**src/rtl/evt_irq_pkg.sv**
```systemverilog
package evt_irq_pkg;
    typedef enum logic {
        S_QUIET = 1'b0,
        S_REQ   = 1'b1
    } irq_state_t;
endpackage

```
**src/rtl/evt_flag_bank.sv**
```systemverilog
module evt_flag_bank #(
    parameter int N_EVT = 3
) (
    input  logic             clk,
    input  logic             rst_n,
    input  logic [N_EVT-1:0] evt_pulse,
    input  logic             clr,
    output logic [N_EVT-1:0] flags_q,
    output logic [N_EVT-1:0] flags_nxt
);
    // One sticky bit per source; a fresh pulse wins over the clear.
    for (genvar i = 0; i < N_EVT; i++) begin : g_flag
        assign flags_nxt[i] = evt_pulse[i] | (flags_q[i] & ~clr);

        always_ff @(posedge clk) begin
            if (!rst_n) flags_q[i] <= 1'b0;
            else        flags_q[i] <= flags_nxt[i];
        end
    end
endmodule

```
**src/rtl/evt_en_reg.sv**
```systemverilog
module evt_en_reg #(
    parameter int N_EVT = 3
) (
    input  logic             clk,
    input  logic             rst_n,
    input  logic             en_wr,
    input  logic [N_EVT-1:0] en_wdata,
    output logic [N_EVT-1:0] en_q,
    output logic [N_EVT-1:0] en_nxt
);
    assign en_nxt = en_wr ? en_wdata : en_q;

    always_ff @(posedge clk) begin
        if (!rst_n) en_q <= '0;
        else        en_q <= en_nxt;
    end
endmodule

```
**src/rtl/evt_irq_fsm.sv**
```systemverilog
module evt_irq_fsm
    import evt_irq_pkg::*;
(
    input  logic clk,
    input  logic rst_n,
    input  logic pend_nxt,
    output logic irq_oe
);
    irq_state_t state_q, state_d;

    always_comb begin
        state_d = state_q;
        unique case (state_q)
            S_QUIET: if (pend_nxt)  state_d = S_REQ;   // raise
            S_REQ:   if (!pend_nxt) state_d = S_QUIET; // release
            default: state_d = S_QUIET;
        endcase
    end

    always_ff @(posedge clk) begin
        if (!rst_n) state_q <= S_QUIET;
        else        state_q <= state_d;
    end

    always_comb begin
        irq_oe = 1'b0;
        unique case (state_q)
            S_QUIET: irq_oe = 1'b0;
            S_REQ:   irq_oe = 1'b1;
            default: irq_oe = 1'b0;
        endcase
    end
endmodule

```
**src/rtl/evt_irq_ctrl.sv**
```systemverilog
module evt_irq_ctrl #(
    parameter int N_EVT  = 3,
    parameter int STAT_W = 8
) (
    input  logic              clk,
    input  logic              rst_n,
    input  logic [N_EVT-1:0]  evt_pulse,
    input  logic              en_wr,
    input  logic [N_EVT-1:0]  en_wdata,
    input  logic              stat_rd,
    output logic [STAT_W-1:0] stat_q,
    output logic              irq_oe,
    output logic              irq_lvl
);
    // Flag field sits just below the summary bit; needs N_EVT < STAT_W-1.
    localparam int FLD_LO = STAT_W - 1 - N_EVT;

    logic [N_EVT-1:0] flags_q, flags_nxt, en_q, en_nxt;

    evt_flag_bank #(.N_EVT(N_EVT)) u_flags (
        .clk       (clk),
        .rst_n     (rst_n),
        .evt_pulse (evt_pulse),
        .clr       (stat_rd),
        .flags_q   (flags_q),
        .flags_nxt (flags_nxt)
    );

    evt_en_reg #(.N_EVT(N_EVT)) u_en (
        .clk      (clk),
        .rst_n    (rst_n),
        .en_wr    (en_wr),
        .en_wdata (en_wdata),
        .en_q     (en_q),
        .en_nxt   (en_nxt)
    );

    evt_irq_fsm u_fsm (
        .clk      (clk),
        .rst_n    (rst_n),
        .pend_nxt (|(flags_nxt & en_nxt)),
        .irq_oe   (irq_oe)
    );

    always_comb begin
        stat_q = '0;
        stat_q[STAT_W-1] = |(flags_q & en_q);
        for (int i = 0; i < N_EVT; i++) stat_q[FLD_LO+i] = flags_q[i];
    end

    assign irq_lvl = 1'b0;
endmodule

```
**config.mk**
```make
export PLATFORM = sky130hd
export DESIGN_NAME = evt_irq_ctrl
export DESIGN_NICKNAME = d
export VERILOG_FILES = /design/src/rtl/evt_irq_pkg.sv /design/src/rtl/evt_flag_bank.sv /design/src/rtl/evt_en_reg.sv /design/src/rtl/evt_irq_fsm.sv /design/src/rtl/evt_irq_ctrl.sv
export SDC_FILE = /design/constraint.sdc
export NUM_CORES = 1
export LEC_CHECK = 0
export BUFFER_PORTS_ARGS = -buffer_cell sky130_fd_sc_hd__clkbuf_2
export CORE_AREA = 2 2 39 41
export DETAILED_ROUTE_END_ITERATION = 16
export DIE_AREA = 0 0 41 43
export GPL_TIMING_DRIVEN = 0
export HOLD_SLACK_MARGIN = 0.1
export PLACE_DENSITY = 0.49
export SYNTH_ARGS = -nofsm -noshare
export SYNTH_HDL_FRONTEND = slang
export SYNTH_SLANG_ARGS = --single-unit
```
**constraint.sdc**
```tcl
create_clock -name clk -period 1.1 [get_ports clk]
set_clock_uncertainty 0.15 [all_clocks]
set_input_delay 0.22 -clock clk [delete_from_list [all_inputs] [get_ports clk]]
set_output_delay 0.22 -clock clk [all_outputs]
set_load 0.01 [all_outputs]
```
==> reports/summary.txt, run 1 <==
RSZ-0062 raised after global routing: true
Yosys cell types: 12
Post-Layout Inst Area: 501.7 sq um
Post-synthesis sequential area ratio: 41.95%
Routability congestion estimate: 0.6359
Synth area leader: dfxtp_1
Leakage: 0.2614 nW
Post-Synth Adder-Cell Area: 0%
First drt pass iteration count: 4
Final period util: 133.0%
DP Area: 439.2 sq um
Average size of a mapped cell: 10.78 sq um
CP arrival: 1.09 ns
Mapped Area: 334.1 sq um
Largest net degree at the start of global routing: 9
Crit path required time: 0.73 ns
CTS Sinks: 7
Cts bufs inserted: 3
GRT Residual Overflow: 0
Total chip power: 0.6352 mW
YS warnings: 0
Max VDD drop: 0.4501 mV
Critical path class: register to primary output
Initial core utilization: 24.14%
Root Buffer: clkbuf_4
Max-Cap Viols: 0
N_diodes: 0
Final hold violation count: 0
Most common cell after layout, fill and taps aside: clkbuf_2
Post-synthesis mux area share: 11.99%
GR Util met3: 6.283%
Hold Slack: 0.06628 ns
Vias in the first global route: 279
Combinational family with the most area after synthesis: compound AO/OA/AOI/OAI gates
CP endpoint kind: primary output
XOR/XNOR share of the synthesized area: 0%
Total global-route track usage: 9.759%
Startpoint Class: register
Fmax achieved: 0.6836 GHz
Core box area: 1384 sq um
Met2 usage in global routing: 12.19%
Slew Viols, Final: 0
Crit path max fanout: 2
IO Port Bufs: 14
Detailed Route Iter0 Violations: 4
M1 GR Usage: 11.97%
Yosys reg bits: 7
Largest cells by area after synthesis: dfxtp_1 42%, buf_4 11%, o211ai_2 11%
Compound-Gate Fraction of Synth Area: 20.22%
Clk_lat worst skew: 0.25 ns
Final wirelength: 643 um
Vias per cell: 3.873
WL per Instance: 9.056 um
Die area: 1763 sq um
CTS tree: done
Via count: 275
GR peak layer: met2
Share of post-route cells with drive strength above 1: 54.55%
Hold-fix buffer count after cts: 2
Failing checks: negative setup slack
Site Rows: 14
Area grow syn2layout: 50.19%
Post-synth top area share: 41.95%
Setup violations, final: 1
Post-CTS Setup Bufs: 0
Routed Antenna Nets: 0
CP max stage cell: a222oi_1
CTS clk-pin slew, worst paths: 0.05 ns
Die height: 43 um
Worst path cell trace: a222oi_1, inv_1, clkbuf_2
Die Width: 41 um
Min Clock Period, post-route: 1.463 ns
First-pass GRT wire length: 1110 um
Most frequent cells in the layout: 11 x clkbuf_2, 5 x buf_4, 5 x conb_1, 4 x nor2b_1, 4 x dfxtp_1
Htree depth: 1
Crit-path max cell delay: 0.35 ns
Crit path setup slack, layout: -0.3628 ns
Pwr/cell area: 1266 nW/um^2
I/O pin count: 20
Initial antenna violation count: 0
Tightest Hold Check Type: input port to register
Outcome: finished with violations
Fin nets: 66
Drt drc: 0
Simple-gate share of the synthesized area: 11.24%
Mapped Cells: 31
Clock tree buffer depth: 2
repair_timing:
action                                  CTS  global route
cloned                                    0             0
endpoints found under the hold margin     2             1
gates resized for setup                   3             6
endpoints found under the setup margin    4             5
kinds of logic after synthesis:
| group | Yosys count |
|---|---|
| AO/OA/AOI/OAI | 7 |
| buffers and inverters | 7 |
| flip-flops | 7 |
| multiplexers | 3 |
| other | 1 |
| AND/OR/NAND/NOR | 6 |
critical path, delay by kind of cell, from the launching register on:
family,cells,cell delay [ns]
AO/OA/AOI/OAI,1,0.35
buffers and inverters,2,0.20
flip-flops,1,0.30
synthesized netlist by cell type, drive strengths merged:
| library cell | count |
|---|---|
| mux2 | 2 |
| nor2b | 4 |
| dfxtp | 7 |
| inv | 2 |
| o21ai | 1 |
| buf | 5 |
| mux2i | 1 |
| o211ai | 3 |
| o21a | 2 |
| conb | 1 |
| and2 | 2 |
| a222oi | 1 |
final timing paths:
path,start,to,slack [ns],cells after the start
hold reg to reg,u_en.en_q[1],u_en.en_q[1],0.43,2
setup reg to reg,u_en.en_q[2],u_fsm.state_q,0.07,3
setup / recovery,u_en.en_q[0],stat_q[7],-0.36,3
hold / removal,evt_pulse[1],u_flags.flags_q[1],0.07,3
power breakdown:
group / leakage, nW / total (mW) / internal [mW] / switching (mW)
combinational: 0.188 / 0.120 / 0.0689 / 0.0510
sequential: 0.0589 / 0.284 / 0.273 / 0.0106
clock: 0.0150 / 0.231 / 0.138 / 0.0930
flip-flops by register name, summed over array words and instances (netlist names):
signal and count:
u_fsm.state_q 1, u_flags.flags_q 3, u_en.en_q 3
metal layers:
layer | vias to the layer above | wire length [um]
met5 | - | 0
met4 | 0 | 0
met3 | 0 | 68
met2 | 12 | 288
met1 | 120 | 286
li1 | 143 | -
metrics by stage:
stage | worst slack [ns] | std cells | util (%) | setup TNS (ns)
6_report | -0.3628 | 71 | 36.26 | -0.3628
4_1_cts | -0.3817 | 71 | 35.35 | -0.3817
2_1_floorplan | -0.003969 | 35 | - | -0.003969
3_3_place_gp | -0.1122 | 65 | 31.74 | -0.1490
3_5_place_dp | -0.1157 | 65 | 31.74 | -0.1512
5_1_grt | -0.4167 | 71 | 36.26 | -0.4358
layout make-up:
cell class	instances	area [sq um]
Timing Repair Buffer	16	102.6
Inverter	2	7.507
Sequential cell	7	143.9
Buffer	5	37.54
Fill cell	160	882.1
Clock buffer	4	26.28
Multi-Input combinational cell	21	163.9
Tap cell	16	20.02
Note: power is estimated with default switching activity, not from simulation.
==> run 2, diff against run 1 <==
==> constraint.sdc (replaced) <==
create_clock -name clk -period 1.1 [get_ports clk]
set_clock_uncertainty 0.15 [all_clocks]
set_input_delay 0.055 -clock clk [delete_from_list [all_inputs] [get_ports clk]]
set_output_delay 0.055 -clock clk [all_outputs]
set_load 0.01 [all_outputs]
==> run 2 against run 1 <==
Against the previous run:
- the flow still finishes with violations (negative setup slack)
- setup slack better by 0.17 ns
- die area unchanged
- core utilization up 2.3 points
- flip-flop and latch count unchanged
- critical path type unchanged
- non-clock buffer count up 4
- register-to-register slack about the same
- final area up 6.2%
==> reports/summary.txt, run 2 (same netlist as run 1, synthesis figures left out) <==
Outcome: finished with violations
Failing checks: negative setup slack
I/O pin count: 20 (unchanged)
Via count: 287 (+4.4%)
Cts bufs inserted: 3 (unchanged)
Initial antenna violation count: 0 (unchanged)
Clock tree buffer depth: 2 (unchanged)
Routability congestion estimate: 0.6359 (unchanged)
WL per Instance: 8.613 um (-4.9%)
Crit path required time: 0.89 ns (+0.16 ns)
Max VDD drop: 0.4543 mV (+0.94%)
RSZ-0062 raised after global routing: true
Root Buffer: clkbuf_4
Area grow syn2layout: 59.55%
Crit path setup slack, layout: -0.1973 ns (+0.1655 ns)
Clk_lat worst skew: 0.25 ns (about the same)
Initial core utilization: 24.14% (unchanged)
N_diodes: 0 (unchanged)
Die Width: 41 um (unchanged)
First drt pass iteration count: 4 (unchanged)
IO Port Bufs: 14 (unchanged)
CTS clk-pin slew, worst paths: 0.05 ns (about the same)
CTS tree: done
Die height: 43 um (unchanged)
Core box area: 1384 sq um (unchanged)
Worst setup startpoint: u_en.en_q[0]
CP arrival: 1.09 ns (about the same)
Fin nets: 70 (+6.1%)
Htree depth: 1 (unchanged)
Share of post-route cells with drive strength above 1: 50.85% (-3.7 points)
Setup violations, final: 1 (unchanged)
Total chip power: 0.6393 mW (+0.65%)
Startpoint Class: register
Hold Slack: 0.01772 ns (-0.04856 ns)
Critical path class: register to primary output
Site Rows: 14 (unchanged)
Min Clock Period, post-route: 1.297 ns (-0.1655 ns)
Final period util: 117.9% (-15 points)
Fmax achieved: 0.7708 GHz (+13%)
Most frequent cells in the layout: 14 x clkbuf_2, 6 x dlygate4sd3_1, 6 x dfxtp_1, 5 x buf_4, 5 x conb_1
Largest net degree at the start of global routing: 9 (unchanged)
Most common cell after layout, fill and taps aside: clkbuf_2
Final wirelength: 646 um (+0.47%)
CTS Sinks: 7 (unchanged)
Tightest Hold Check Type: input port to register
Util after Layout: 38.52% (+2.3 points)
Regs by FF count: u_en.en_q: 3 flops, u_flags.flags_q: 3 flops, u_fsm.state_q: 1 flops
Crit path max fanout: 2 (unchanged)
Reg-to-Reg Start: u_en.en_q[0]
Pwr/cell area: 1199 nW/um^2 (-5.3%)
Max-Cap Viols: 0 (unchanged)
Vias in the first global route: 314 (+13%)
Slew Viols, Final: 0 (unchanged)
GRT Residual Overflow: 0 (unchanged)
Detailed Route Iter0 Violations: 3 (-1)
CP endpoint kind: primary output
Hold Path Origin: en_wdata[2]
Leakage: 0.2754 nW (+5.3%)
Total global-route track usage: 10.56% (+0.80 points)
Post-CTS Setup Bufs: 0 (unchanged)
Pre-CTS setup slack: 0.04306 ns (+0.1588 ns)
Final hold violation count: 0 (unchanged)
First-pass GRT wire length: 1221 um (+10%)
Die area: 1763 sq um (unchanged)
Drt drc: 0 (unchanged)
Routed Antenna Nets: 0 (unchanged)
Vias per cell: 3.827 (-1.2%)
-- run 2: changes by cell type in the layout (fill, tap and decap cells not counted) --
cell / delta
buf_2: -1
buf_6: -2
clkbuf_2: +3
dfxtp_1: +2
dfxtp_2: -2
dlygate4sd3_1: +4
nor2b_1: -1
nor2b_2: +1
o21ai_1: -1
o21ai_2: +1
-- run 2: final timing paths --
path / end / slack [ns] / cells past startpoint
max: stat_q[7] / -0.20 / 3
min: u_en.en_q[2] / 0.02 / 3
max reg2reg: u_fsm.state_q / 0.07 / 3
min reg2reg: u_en.en_q[1] / 0.43 / 2
-- run 2: where the power goes --
| group | switching, mW | internal [mW] | leakage, nW |
|---|---|---|---|
| registers | 0.00942 | 0.272 | 0.0584 |
| logic | 0.0541 | 0.0739 | 0.202 |
| clock network | 0.0913 | 0.138 | 0.0150 |
-- run 2: through the flow --
step,instances,instance area (sq um),TNS (ns)
after global placement,65,439.2,0
after CTS,75,526.8,-0.2625
after floorplan,35,349.1,0
final,75,533.0,-0.1973
after global routing,75,533.0,-0.2558
after detailed placement,65,439.2,0
-- run 2: metal layers --
| metal | up-vias | GRT usage (%) | part of all wire (%) |
|---|---|---|---|
| met5 | - | 0 | 0 |
| met4 | 0 | 6.000 | 0 |
| met3 | 0 | 6.283 | 7.9 |
| met2 | 10 | 13.75 | 45 |
| met1 | 126 | 12.94 | 47 |
| li1 | 151 | - | - |
-- run 2: critical path, cell delays in order, from the launching register on --
cell	delay [ns]
dfxtp_1	0.30
a222oi_1	0.35
inv_1	0.07
clkbuf_2	0.13
-- run 2: repair_timing --
action                                  in CTS  in global routing
hold buffers                                 6                  1
endpoints found under the setup margin       1                  3
resized for setup                            1                  3
endpoints found under the hold margin        7                  7
-- run 2: cell type report --
type	count	area [sq um]
Multi-Input combinational cell	21	170.2
Fill cell	148	850.8
Inverter	2	7.507
Clock buffer	4	26.28
Sequential cell	7	141.4
Tap cell	16	20.02
Buffer	5	37.54
Timing Repair Buffer	20	130.1
